<file path="config.mk">
export PLATFORM = sky130hd
export DESIGN_NAME = async_char_rx
export DESIGN_NICKNAME = d
export VERILOG_FILES = /design/src/rtl/rx_pkg.sv /design/src/rtl/rx_sync.sv /design/src/rtl/rx_tick_cnt.sv /design/src/rtl/rx_shifter.sv /design/src/rtl/rx_brk_filter.sv /design/src/rtl/async_char_rx.sv
export SDC_FILE = /design/constraint.sdc
export NUM_CORES = 1
export LEC_CHECK = 0
export BUFFER_PORTS_ARGS = -buffer_cell sky130_fd_sc_hd__buf_2
export CORE_UTILIZATION = 63
export CTS_CLUSTER_DIAMETER = 50
export CTS_CLUSTER_SIZE = 8
export DETAILED_ROUTE_END_ITERATION = 10
export PLACE_DENSITY = 0.88
export REMOVE_ABC_BUFFERS = 1
export SETUP_SLACK_MARGIN = 0.5
export SLEW_MARGIN = 30
export SYNTH_ARGS = -nofsm -noshare
export SYNTH_HDL_FRONTEND = slang
export SYNTH_SLANG_ARGS = --single-unit
</file>
<file path="constraint.sdc">
create_clock -name clk -period 4.5 [get_ports clk]
set_clock_uncertainty 0.2 [all_clocks]
set_input_delay 0.45 -clock clk [delete_from_list [all_inputs] [get_ports clk]]
set_output_delay 0.45 -clock clk [all_outputs]
set_load 0.02 [all_outputs]
</file>
<file path="src/rtl/rx_pkg.sv">
package rx_pkg;

    typedef enum logic [2:0] {
        ST_HUNT,
        ST_START,
        ST_DATA,
        ST_PAR,
        ST_STOP,
        ST_REARM,
        ST_BRKWAIT
    } rx_state_e;

    localparam logic [1:0] PAR_EVEN = 2'b01;
    localparam logic [1:0] PAR_ODD  = 2'b10;

endpackage

</file>
<file path="src/rtl/rx_sync.sv">
module rx_sync #(
    parameter int STAGES = 2
) (
    input  logic clk,
    input  logic rst_n,
    input  logic din,
    output logic dout
);
    logic [STAGES-1:0] pipe;

    always_ff @(posedge clk or negedge rst_n) begin
        if (!rst_n) pipe <= '0;
        else        pipe <= {pipe[STAGES-2:0], din};
    end

    assign dout = pipe[STAGES-1];
endmodule

</file>
<file path="src/rtl/rx_tick_cnt.sv">
module rx_tick_cnt #(
    parameter int OS_RATE = 16
) (
    input  logic clk,
    input  logic rst_n,
    input  logic clr,
    input  logic tick,
    output logic half_hit,
    output logic full_hit
);
    localparam int CW   = $clog2(OS_RATE);
    localparam int HALF = OS_RATE / 2;

    logic [CW-1:0] cnt;

    always_ff @(posedge clk or negedge rst_n) begin
        if (!rst_n)
            cnt <= '0;
        else if (clr)
            cnt <= '0;
        else if (tick)
            cnt <= (cnt == CW'(OS_RATE - 1)) ? '0 : cnt + 1'b1;
    end

    assign half_hit = tick && (cnt == CW'(HALF - 1));
    assign full_hit = tick && (cnt == CW'(OS_RATE - 1));
endmodule

</file>
<file path="src/rtl/rx_shifter.sv">
module rx_shifter #(
    parameter int CHAR_MAX = 8,
    parameter int LW       = 2
) (
    input  logic                clk,
    input  logic                rst_n,
    input  logic                clr,
    input  logic                take_data,
    input  logic                take_par,
    input  logic                bit_in,
    input  logic [LW-1:0]       len_code,
    output logic [CHAR_MAX-1:0] data,
    output logic                last_data,
    output logic                par_xor,
    output logic                par_bit,
    output logic                any_high
);
    localparam int IW       = $clog2(CHAR_MAX);
    localparam int MIN_LAST = CHAR_MAX - (1 << LW);

    logic [IW-1:0] idx;

    always_ff @(posedge clk or negedge rst_n) begin
        if (!rst_n) begin
            data     <= '0;
            idx      <= '0;
            par_bit  <= 1'b0;
            any_high <= 1'b0;
        end else if (clr) begin
            data     <= '0;
            idx      <= '0;
            par_bit  <= 1'b0;
            any_high <= 1'b0;
        end else if (take_data) begin
            data[idx] <= bit_in;
            idx       <= idx + 1'b1;
            any_high  <= any_high | bit_in;
        end else if (take_par) begin
            par_bit  <= bit_in;
            any_high <= any_high | bit_in;
        end
    end

    assign last_data = (idx == IW'(len_code) + IW'(MIN_LAST));
    assign par_xor   = ^data;
endmodule

</file>
<file path="src/rtl/rx_brk_filter.sv">
module rx_brk_filter #(
    parameter int MIN_HIGH = 2
) (
    input  logic clk,
    input  logic rst_n,
    input  logic en,
    input  logic line,
    output logic done
);
    localparam int HW = $clog2(MIN_HIGH + 1);

    logic [HW-1:0] run;

    always_ff @(posedge clk or negedge rst_n) begin
        if (!rst_n)
            run <= '0;
        else if (!en || !line)
            run <= '0;
        else if (run != HW'(MIN_HIGH - 1))
            run <= run + 1'b1;
    end

    assign done = en && line && (run == HW'(MIN_HIGH - 1));
endmodule

</file>
<file path="src/rtl/async_char_rx.sv">
module async_char_rx #(
    parameter int OS_RATE      = 16,
    parameter int CHAR_MAX     = 8,
    parameter int SYNC_STAGES  = 2,
    parameter int BRK_MIN_HIGH = 2
) (
    input  logic                clk,
    input  logic                rst_n,
    input  logic                os_tick,
    input  logic                rx_en,
    input  logic [1:0]          char_len,
    input  logic [1:0]          par_mode,
    input  logic                rxd,
    output logic                chr_wr,
    output logic [CHAR_MAX-1:0] chr_data,
    output logic                chr_perr,
    output logic                chr_ferr,
    output logic                chr_brk
);
    import rx_pkg::*;

    rx_state_e state, nxt;

    logic rxd_s, rxd_p, fall;
    logic cnt_clr, half_hit, full_hit;
    logic sh_clr, take_data, take_par, fire;
    logic [CHAR_MAX-1:0] sh_data;
    logic last_data, par_xor, par_bit, any_high;
    logic brk_done, brk_now, par_on;
    logic [1:0] len_lat, par_lat;

    rx_sync #(.STAGES(SYNC_STAGES)) u_sync (
        .clk(clk), .rst_n(rst_n), .din(rxd), .dout(rxd_s)
    );

    rx_tick_cnt #(.OS_RATE(OS_RATE)) u_tick (
        .clk(clk), .rst_n(rst_n), .clr(cnt_clr), .tick(os_tick),
        .half_hit(half_hit), .full_hit(full_hit)
    );

    rx_shifter #(.CHAR_MAX(CHAR_MAX), .LW(2)) u_shift (
        .clk(clk), .rst_n(rst_n), .clr(sh_clr), .take_data(take_data),
        .take_par(take_par), .bit_in(rxd_s), .len_code(len_lat),
        .data(sh_data), .last_data(last_data), .par_xor(par_xor),
        .par_bit(par_bit), .any_high(any_high)
    );

    rx_brk_filter #(.MIN_HIGH(BRK_MIN_HIGH)) u_brk (
        .clk(clk), .rst_n(rst_n), .en(state == ST_BRKWAIT),
        .line(rxd_s), .done(brk_done)
    );

    assign fall    = rxd_p && !rxd_s;
    assign par_on  = (par_lat == PAR_EVEN) || (par_lat == PAR_ODD);
    assign brk_now = !any_high && !rxd_s;

    // next-state and datapath controls
    always_comb begin
        nxt       = state;
        cnt_clr   = 1'b0;
        sh_clr    = 1'b0;
        take_data = 1'b0;
        take_par  = 1'b0;
        fire      = 1'b0;
        if (!rx_en) begin
            nxt = ST_HUNT;
        end else begin
            unique case (state)
                ST_HUNT: begin
                    if (fall) begin
                        nxt     = ST_START;
                        cnt_clr = 1'b1;
                    end
                end
                ST_START: begin
                    if (half_hit) begin
                        cnt_clr = 1'b1;
                        sh_clr  = 1'b1;
                        nxt     = rxd_s ? ST_HUNT : ST_DATA;
                    end
                end
                ST_DATA: begin
                    if (full_hit) begin
                        cnt_clr   = 1'b1;
                        take_data = 1'b1;
                        if (last_data) nxt = par_on ? ST_PAR : ST_STOP;
                    end
                end
                ST_PAR: begin
                    if (full_hit) begin
                        cnt_clr  = 1'b1;
                        take_par = 1'b1;
                        nxt      = ST_STOP;
                    end
                end
                ST_STOP: begin
                    if (full_hit) begin
                        cnt_clr = 1'b1;
                        fire    = 1'b1;
                        if (rxd_s)          nxt = ST_HUNT;
                        else if (!any_high) nxt = ST_BRKWAIT;
                        else                nxt = ST_REARM;
                    end
                end
                ST_REARM: begin
                    if (half_hit) begin
                        cnt_clr = 1'b1;
                        nxt     = rxd_s ? ST_HUNT : ST_START;
                    end
                end
                ST_BRKWAIT: begin
                    if (brk_done) nxt = ST_HUNT;
                end
                default: nxt = ST_HUNT;
            endcase
        end
    end

    // state register, line history and per-frame configuration
    always_ff @(posedge clk or negedge rst_n) begin
        if (!rst_n) begin
            state   <= ST_HUNT;
            rxd_p   <= 1'b0;
            len_lat <= 2'b11;
            par_lat <= 2'b00;
        end else begin
            state <= nxt;
            rxd_p <= rxd_s;
            if (nxt == ST_START && state != ST_START) begin
                len_lat <= char_len;
                par_lat <= par_mode;
            end
        end
    end

    // character outputs
    always_ff @(posedge clk or negedge rst_n) begin
        if (!rst_n) begin
            chr_wr   <= 1'b0;
            chr_data <= '0;
            chr_perr <= 1'b0;
            chr_ferr <= 1'b0;
            chr_brk  <= 1'b0;
        end else begin
            chr_wr <= fire;
            if (fire) begin
                chr_data <= brk_now ? '0 : sh_data;
                chr_brk  <= brk_now;
                chr_ferr <= !rxd_s && !brk_now;
                chr_perr <= par_on && !brk_now && (par_xor ^ par_bit ^ par_lat[1]);
            end
        end
    end
endmodule

</file>
# Word-level counts from Yosys, hierarchy flattened
# Index checks and enable logic that the tools add are counted.
# word_totals
regBits	41
input_bits	9
output_inout_bits	12
# classes
add_sub_neg	4
magnitude_cmp	2
n_eq_ne	16
n_mux	47
n_bitwise	3
reduce_logical	27
# op_table
operator	count
$mux W3	13
$mux W8	3
$pmux W3 S7	1
$mux W1	20
$mux W4	3
$logic_and A1 B1 Y1	11
$eq A3 B3 Y1 const B	3
$bwmux W8	1
$mux W2	4
$reduce_bool A2 Y1	4
$reduce_xor A8 Y1	1
$eq A3 B1 Y1 const B	2
$eq A3 B2 Y1 const B	2
$add A4 B1 Y4 const B	1
$eq A2 B1 Y1 const B	2
$eq A4 B3 Y1 const B	1
$eq A4 B4 Y1 const B	1
$logic_not A1 Y1	4
$lt A3 B4 Y1 const B	1
$add A2 B3 Y3 const B	1
$add A3 B1 Y3 const B	1
$demux W1 S3	1
$eq A3 B3 Y1	1
$ge A3 B1 Y1 const B	1
14 further kinds	16

# Logic depth before layout (Yosys ltp)
# Gate-level depths: netlist of the first run.
# depth
ltp_word	9
mapped_depth	7
mapped_depth_nobuf	7

# Hierarchy
# From an unflattened synthesis of the first run, not the netlist that was laid out.
# unflattened
hier_cells	216
hier_area_um2	2203.4
# modules_own_cells
module	n_inst	cells_each	area_each_um2	seq_area_each_um2
async_char_rx	1	115	1077.3	503.0
rx_shifter	1	67	757.0	325.3
rx_tick_cnt	1	22	215.2	100.1
rx_brk_filter	1	10	103.8	50.0
rx_sync	1	2	50.0	50.0

# Worst setup path after synthesis of the first run
# OpenSTA, ideal clock, no wires.
# synth_timing
kind	register -> register
from	reg u_tick.cnt[0]
to	reg par_lat[0]
setup_time_ps	125
arrival_time_ps	2079
path_slack_ps	2096
path_stages_with_launch	8
synth_period_minus_slack_ps	2404
path_cell_list	dfrtp_1 -> ha_1 -> and4b_4 -> and2_1 -> a2111oi_2 -> a21oi_1 -> o2111ai_4 -> mux2_2
# synth_via
elab_chain_cells	7
# synth_rtl
element	line	source
start: declaration	rx_tick_cnt.sv:14	logic [CW-1:0] cnt;
start signal: assignment	rx_tick_cnt.sv:22	cnt <= (cnt == CW'(OS_RATE - 1)) ? '0 : cnt + 1'b1;
$eq A4 B3 Y1 / $eq A4 B4 Y1 (equally long branches)	rx_tick_cnt.sv:25, rx_tick_cnt.sv:26	
$logic_and A1 B1 Y1, on equally long branches	rx_tick_cnt.sv:25, rx_tick_cnt.sv:26	
$mux W3, on equally long branches	--	
$pmux W3 S7 *	async_char_rx.sv:68	unique case (state)
$mux W3 *	async_char_rx.sv:65	if (!rx_en) begin
$eq A3 B1 Y1 *	async_char_rx.sv:129	if (nxt == ST_START && state != ST_START) begin
$logic_and A1 B1 Y1 *	async_char_rx.sv:129	
end signal: assignment	async_char_rx.sv:131	par_lat <= par_mode;
end: declaration	async_char_rx.sv:30	logic [1:0] len_lat, par_lat;
# Mark *: on every way between the ends. The rest lies on a longest branch, timed or not.
# A chain may end at the register's enable or synchronous reset.

# Worst setup path in the final report of the first run
# layout_timing
from	reg u_tick.cnt[0]
to	reg par_lat[1]
# Same word-level chain as after synthesis.

==> metrics, run 1 <==
run status finished clean; initial antenna violation count 0; actual slew at the worst max-slew pin roughly 0.84 ns; Post-DRT Antenna Nets 0; post-cts sizing count 0; Total Nets Final between 200 and 250; DPL Wire Length 2560 um; Die ar. 3720 um^2; largest net degree at the start of global routing 42; 1st-iter DRT viols 126; CTS H-Tree Depth 2; row count 21; Final Critical Period around 2.6 ns; WS Path Type flip-flop to flip-flop; Sequential Area 1030 um^2; Syn Area/Cell 10.0 um^2; drc violations 0; CTS tree built; Starting Density 0.657; Sw Ratio 0.275; Inserted Clock Buffers 5; crit end category flip-flop; # clock sinks 41; Max Cap Viol 0; top-count cell post-synth dfrtp_1; vias in the first global route 1352; setup violators final 0; maximum fanout along the worst path 9; Congestion Overflow GR 0; most instantiated cells after synthesis dfrtp_1, nor2_1, nand2_1; clock tree root buffer cell clkbuf_4; Mapped Area ~2200 um^2; Synth area leaders dfrtp_1, mux2i_1, nor2_1; post-synth top area cell dfrtp_1; Seq cells post-synth 41; Logic pwr share 0.160; die width 61.0 um; Sw Pwr 228 uW; Clock Pin Slew Worst Setup and Hold Paths 0.12 ns; internal power 603 uW; max_slew headroom 0.439; area occupied by multi-input gates 1060 um^2; top_reg_cell synth dfrtp_1; worst ir drop on vdd 0.209 mV; part of the power in registers 0.540; fin crit share 0.570; post-DR wirelength/cell 13.1 um; placer congestion estimate 0.957; vias roughly 1500; Global Route Usage Sum 0.233; Port Buffers 20; Seq/Total Area, Yosys 0.469; setup TNS 0 ns; Via density 5.47; Final Hold Viols 0; synth unique cells 43; worst min-delay path class primary input to flip-flop; DRT Pass-1 Iters 4; setup ws final 1.93 ns; Post-Route WL between 3000 and 4000 um; power per cell area approximately 350 nW/um^2; Filler Cell Count between 200 and 300; core area 3340 um^2; Final Max Tran Viols 0; leak pwr 0.00105 uW; WP data arrival between 2 and 3 ns; Area Growth Syn to Fin 8.28%; CP startpoint kind flip-flop; Yosys top cell area share 0.445; number of synthesized flops with an enable pin 0; hold slack approximately 0.12 ns; Die Y about 60 um; CTS max path bufs 2; asr flop ratio synth 1.00; Clk pwr share 0.300; pre-CTS WS between 1.5 and 2 ns; io pins 21; first-pass GRT wire length 6230 um; Cells after Synth 219; RSZ-0062 raised after global routing no; n_diodes 0; Synthesis Warnings 0; Worst-Skew Late Latency 0.36 ns; layout cell share with drive strength beyond 1 0.186; Max Freq about 390 MHz; Critical Path RT between 4 and 5 ns
-- layer usage --
layer	vias up	GRT usage	share of wire
li1	784	-	-
met1	719	0.341	0.49
met2	39	0.327	0.44
met3	6	0.0640	0.051
met4	0	0.0974	0.012
met5	-	0	0
-- metrics by stage --
| step | instances | cell area, um^2 | utilization | power [uW] |
|---|---|---|---|---|
| floorplan | 207 | 2110 | - | 549 |
| global placement | 273 | 2270 | 0.679 | 582 |
| detailed placement | 273 | 2270 | 0.679 | 588 |
| CTS | 282 | 2360 | 0.708 | 838 |
| global route | 283 | 2370 | 0.711 | 876 |
| finish | 283 | 2370 | 0.711 | 831 |
-- area by class of cell --
class,count,area share
multi-input combinational,161,0.447
tap,46,0.0242
clock inverter,1,0.0127
clock buffer,7,0.0232
timing repair buffer,22,0.0517
inverter,5,0.00791
sequential,41,0.433
-- what timing repair did --
item | CTS | global route
hold endpoints to repair | 1 | 39
hold buffers | 1 | 1
setup buffers | 0 | 0
-- critical path: stages, from the launching register on --
cell and delay, ns:
dfrtp_1 0.43, ha_1 0.33, nand4_4 0.22, nand3_1 0.16, o221ai_1 0.12, a211oi_1 0.47
o2111ai_4 0.23, mux2_2 0.31
-- worst paths after layout --
path	to	slack (ns)	startpoint	cells past startpoint
max in group asynchronous	len_lat[0]	3.34	rst_n	2
min in group asynchronous	u_tick.cnt[3]	0.39	rst_n	2
hold / removal	par_lat[0]	0.12	par_mode[0]	2
setup reg to reg	par_lat[1]	1.93	u_tick.cnt[0]	7
hold reg to reg	u_sync.pipe[1]	0.16	u_sync.pipe[0]	0
setup / recovery	par_lat[1]	1.93	u_tick.cnt[0]	7
-- power by group through the flow --
stage,Sequential (uW),Clock [uW],Combinational [uW]
floorplan,445,0,104
global placement,453,0,130
detailed placement,456,0,132
CTS,449,255,134
global route,456,269,151
finish,449,249,133
-- registers in the layout, indices dropped and copies added (netlist names) --
name	cells
u_tick.cnt	4
u_shift.idx	3
len_lat	2
chr_ferr	1
u_shift.any_high	1
u_sync.pipe	2
chr_perr	1
par_lat	2
rxd_p	1
chr_brk	1
chr_data	8
u_shift.data	8
u_brk.run	2
state	3
u_shift.par_bit	1
chr_wr	1
-- placed cells by master (no fill, tap or decap), drive strengths merged, types with 2 or more instances in the layout --
| master | netlist | layout |
|---|---|---|
| dfrtp | 39 | 39 |
| nor2 | 31 | 31 |
| nand2 | 30 | 30 |
| buf | 8 | 20 |
| o21ai | 14 | 14 |
| mux2i | 12 | 12 |
| xnor2 | 11 | 11 |
| a21oi | 7 | 7 |
| clkbuf | 4 | 7 |
| nand3 | 6 | 6 |
| inv | 5 | 5 |
| nor3 | 5 | 5 |
| xor2 | 5 | 5 |
| nor3b | 4 | 4 |
| mux2 | 4 | 4 |
| nand2b | 3 | 3 |
| a31oi | 3 | 3 |
| ha | 3 | 3 |
| and2 | 2 | 2 |
| a211oi | 2 | 2 |
| dlygate4sd3 | 0 | 2 |
| dfstp | 2 | 2 |
| nor4 | 2 | 2 |
-- kinds of logic (layout without fill, tap and decap cells) --
group           Yosys count  after routing  synth area share
simple gates             91             91             0.209
flops                    41             41             0.469
compound gates           35             35             0.119
buf+inv                  17             35            0.0468
xor+xnor                 16             16            0.0639
mux                      16             16            0.0753
fa+ha+maj                 3              3            0.0171
Power figures use the tool's default switching activity.
==> run 2, diff against run 1 <==
- CORE_UTILIZATION: 63 -> 53
- PLACE_DENSITY: 0.88 -> 0.79
- clock period: 4.5 -> 2.1 ns (I/O delays scaled with it)
==> metrics, run 2 (same netlist as run 1, synthesis figures left out) <==
Via density 5.72 (+4.7%); Max Cap Viol 0 (unchanged); Worst path slowest cell dfrtp_1; RSZ-0062 raised after global routing yes; clock tree root buffer cell clkbuf_8; Post-DRT Antenna Nets 0 (unchanged); Final Max Tran Viols 0 (unchanged); vias 1975 (+28%); largest net degree at the start of global routing 42 (unchanged); WP data arrival 2.38 ns (-0.24 ns); setup TNS -3.42 ns (-3.42 ns); initial antenna violation count 0 (unchanged); top flop regs chr_data (8), u_shift.data (8), u_tick.cnt (4); CP startpoint kind flip-flop; Die ar. 4400 um^2 (+18%); die width 66.3 um (+8.7%); actual slew at the worst max-slew pin 0.515 ns (-0.324 ns); max_slew headroom 0.657 (+0.218); Post-Route WL 6200 um (+67%); io pins 21 (unchanged); post-DR wirelength/cell 18.0 um (+37%); fin crit share 1.13 (+0.565); Worst path top cell family by delay simple AND/OR/NAND/NOR gates; Clock Pin Slew Worst Setup and Hold Paths 0.08 ns (-0.04 ns); most common cell after layout, fill and taps aside buf_4; Port Buffers 20 (unchanged); setup ws final -0.283 ns (-2.22 ns); CP cell instances ha_4 > nand4_4 > buf_6 > buf_6 > nor4_4 > buf_4 > nand2_8 > nor3b_2 > mux2i_1 > nor2_1; gr busiest metal met2; most frequent cells in the layout buf_4, dfrtp_1, nand2_1, nor2_1, buf_2; core area 3970 um^2 (+19%); WS Path Type flip-flop to flip-flop; maximum fanout along the worst path 5 (-4); placer congestion estimate 0.883 (-7.8%); DRT Pass-1 Iters 7 (+3); Congestion Overflow GR 0 (unchanged); Final Critical Period 2.38 ns (-0.183 ns); first-pass GRT wire length 8730 um (+40%); crit path buf inv count 3 (+3); setup violators final 27 (+27); Total Nets Final 306 (+23%); most used cell along the critical path buf_6; CP max stage delay 0.41 ns (-0.06 ns); worst ir drop on vdd 0.379 mV (+81%); drc violations 2 (+2); CTS H-Tree Depth 2 (unchanged); Sequential Area 1030 um^2 (+0.24%); area occupied by multi-input gates 1320 um^2 (+24%); Global Route Usage Sum 0.273 (+0.0394); Filler Cell Count 216 (-15%); CTS tree built; Max Freq 420 MHz (+7.7%); met1 Use GR 0.341 (+0.000780); Area Growth Syn to Fin 45.9%; DPL Wire Length 3200 um (+25%); 1st-iter DRT viols 213 (+69%); leak pwr 0.00143 uW (+37%); Die Y 66.3 um (+8.7%); CTS max path bufs 2 (unchanged); worst min-delay path class primary input to flip-flop; grt met3 use 0.0517 (-0.0122); power per cell area 680 nW/um^2 (+94%); Critical Path RT 2.10 ns (-2.46 ns); layout cell share with drive strength beyond 1 0.447 (+0.262); Starting Density 0.552 (-0.105); hold slack 0.0952 ns (-0.0207 ns); Inserted Clock Buffers 5 (unchanged); vias in the first global route 1859 (+38%); Final Hold Viols 0 (unchanged); row count 23 (+9.5%); run status complete, but fails checks; n_diodes 0 (unchanged); # clock sinks 41 (unchanged); Worst-Skew Late Latency 0.30 ns (-0.06 ns); GR Layer Usage met2 0.450 (+0.124); crit end category flip-flop; violated checks design-rule violations, negative setup slack
[run 2: what timing repair did]
action                                  in CTS  in global routing
setup buffers                                9                  7
pin swaps                                   25                  8
hold endpoints to repair                    44                  0
cloned                                       1                  1
gates resized for setup                     44                 27
endpoints found under the setup margin      36                 36
hold buffers                                 6                  0
[run 2: cell type report]
cell class,count,share of cell area
multi-input cells,161,0.413
flip-flops and latches,41,0.322
repair buffers,80,0.202
clock buffers,6,0.0258
well taps,50,0.0196
clock inverters,2,0.0117
inverters,5,0.00587
[run 2: worst min-delay path: cells and delay by family]
kind / cells / cell delay [ns]
buffers and inverters: 1 / 0.15
AND/OR/NAND/NOR: 1 / 0.11
AO/OA/AOI/OAI: 1 / 0.09
[run 2: where the power goes]
| part | leakage (uW) | internal (uW) | switching (uW) |
|---|---|---|---|
| combinational | 0.000827 | 299 | 266 |
| sequential | 0.000545 | 869 | 67.2 |
| clock | 0.0000574 | 387 | 288 |
| total | 0.00143 | 1560 | 621 |
[run 2: worst paths after layout]
kind                              endpoint  depth (start not counted)  slack (ns)      startpoint
setup / recovery           u_shift.data[5]                         10       -0.28   u_tick.cnt[0]
hold / removal                    chr_perr                          3         0.1           rx_en
setup reg to reg           u_shift.data[5]                         10       -0.28   u_tick.cnt[0]
hold reg to reg             u_sync.pipe[1]                          0        0.16  u_sync.pipe[0]
max in group asynchronous         state[0]                          3        1.02           rst_n
min in group asynchronous    u_tick.cnt[0]                          3        0.30           rst_n
[run 2: routing by layer]
layer | wire [um] | part of all wire | vias up
met5 | 0 | 0 | -
met4 | 224 | 0.036 | 0
met3 | 233 | 0.038 | 22
met2 | 3170 | 0.51 | 70
met1 | 2570 | 0.41 | 986
li1 | - | - | 897
[run 2: metrics by stage]
stage,cells,cell area (um^2),utilization,total power (uW),setup WS (ns)
global route,345,3200,0.806,2260,-0.324
CTS,337,3000,0.756,2110,-0.183
floorplan,207,2110,-,1180,-0.304
global placement,313,2550,0.643,1370,-0.299
finish,345,3200,0.806,2180,-0.283
detailed placement,313,2550,0.643,1380,-0.348
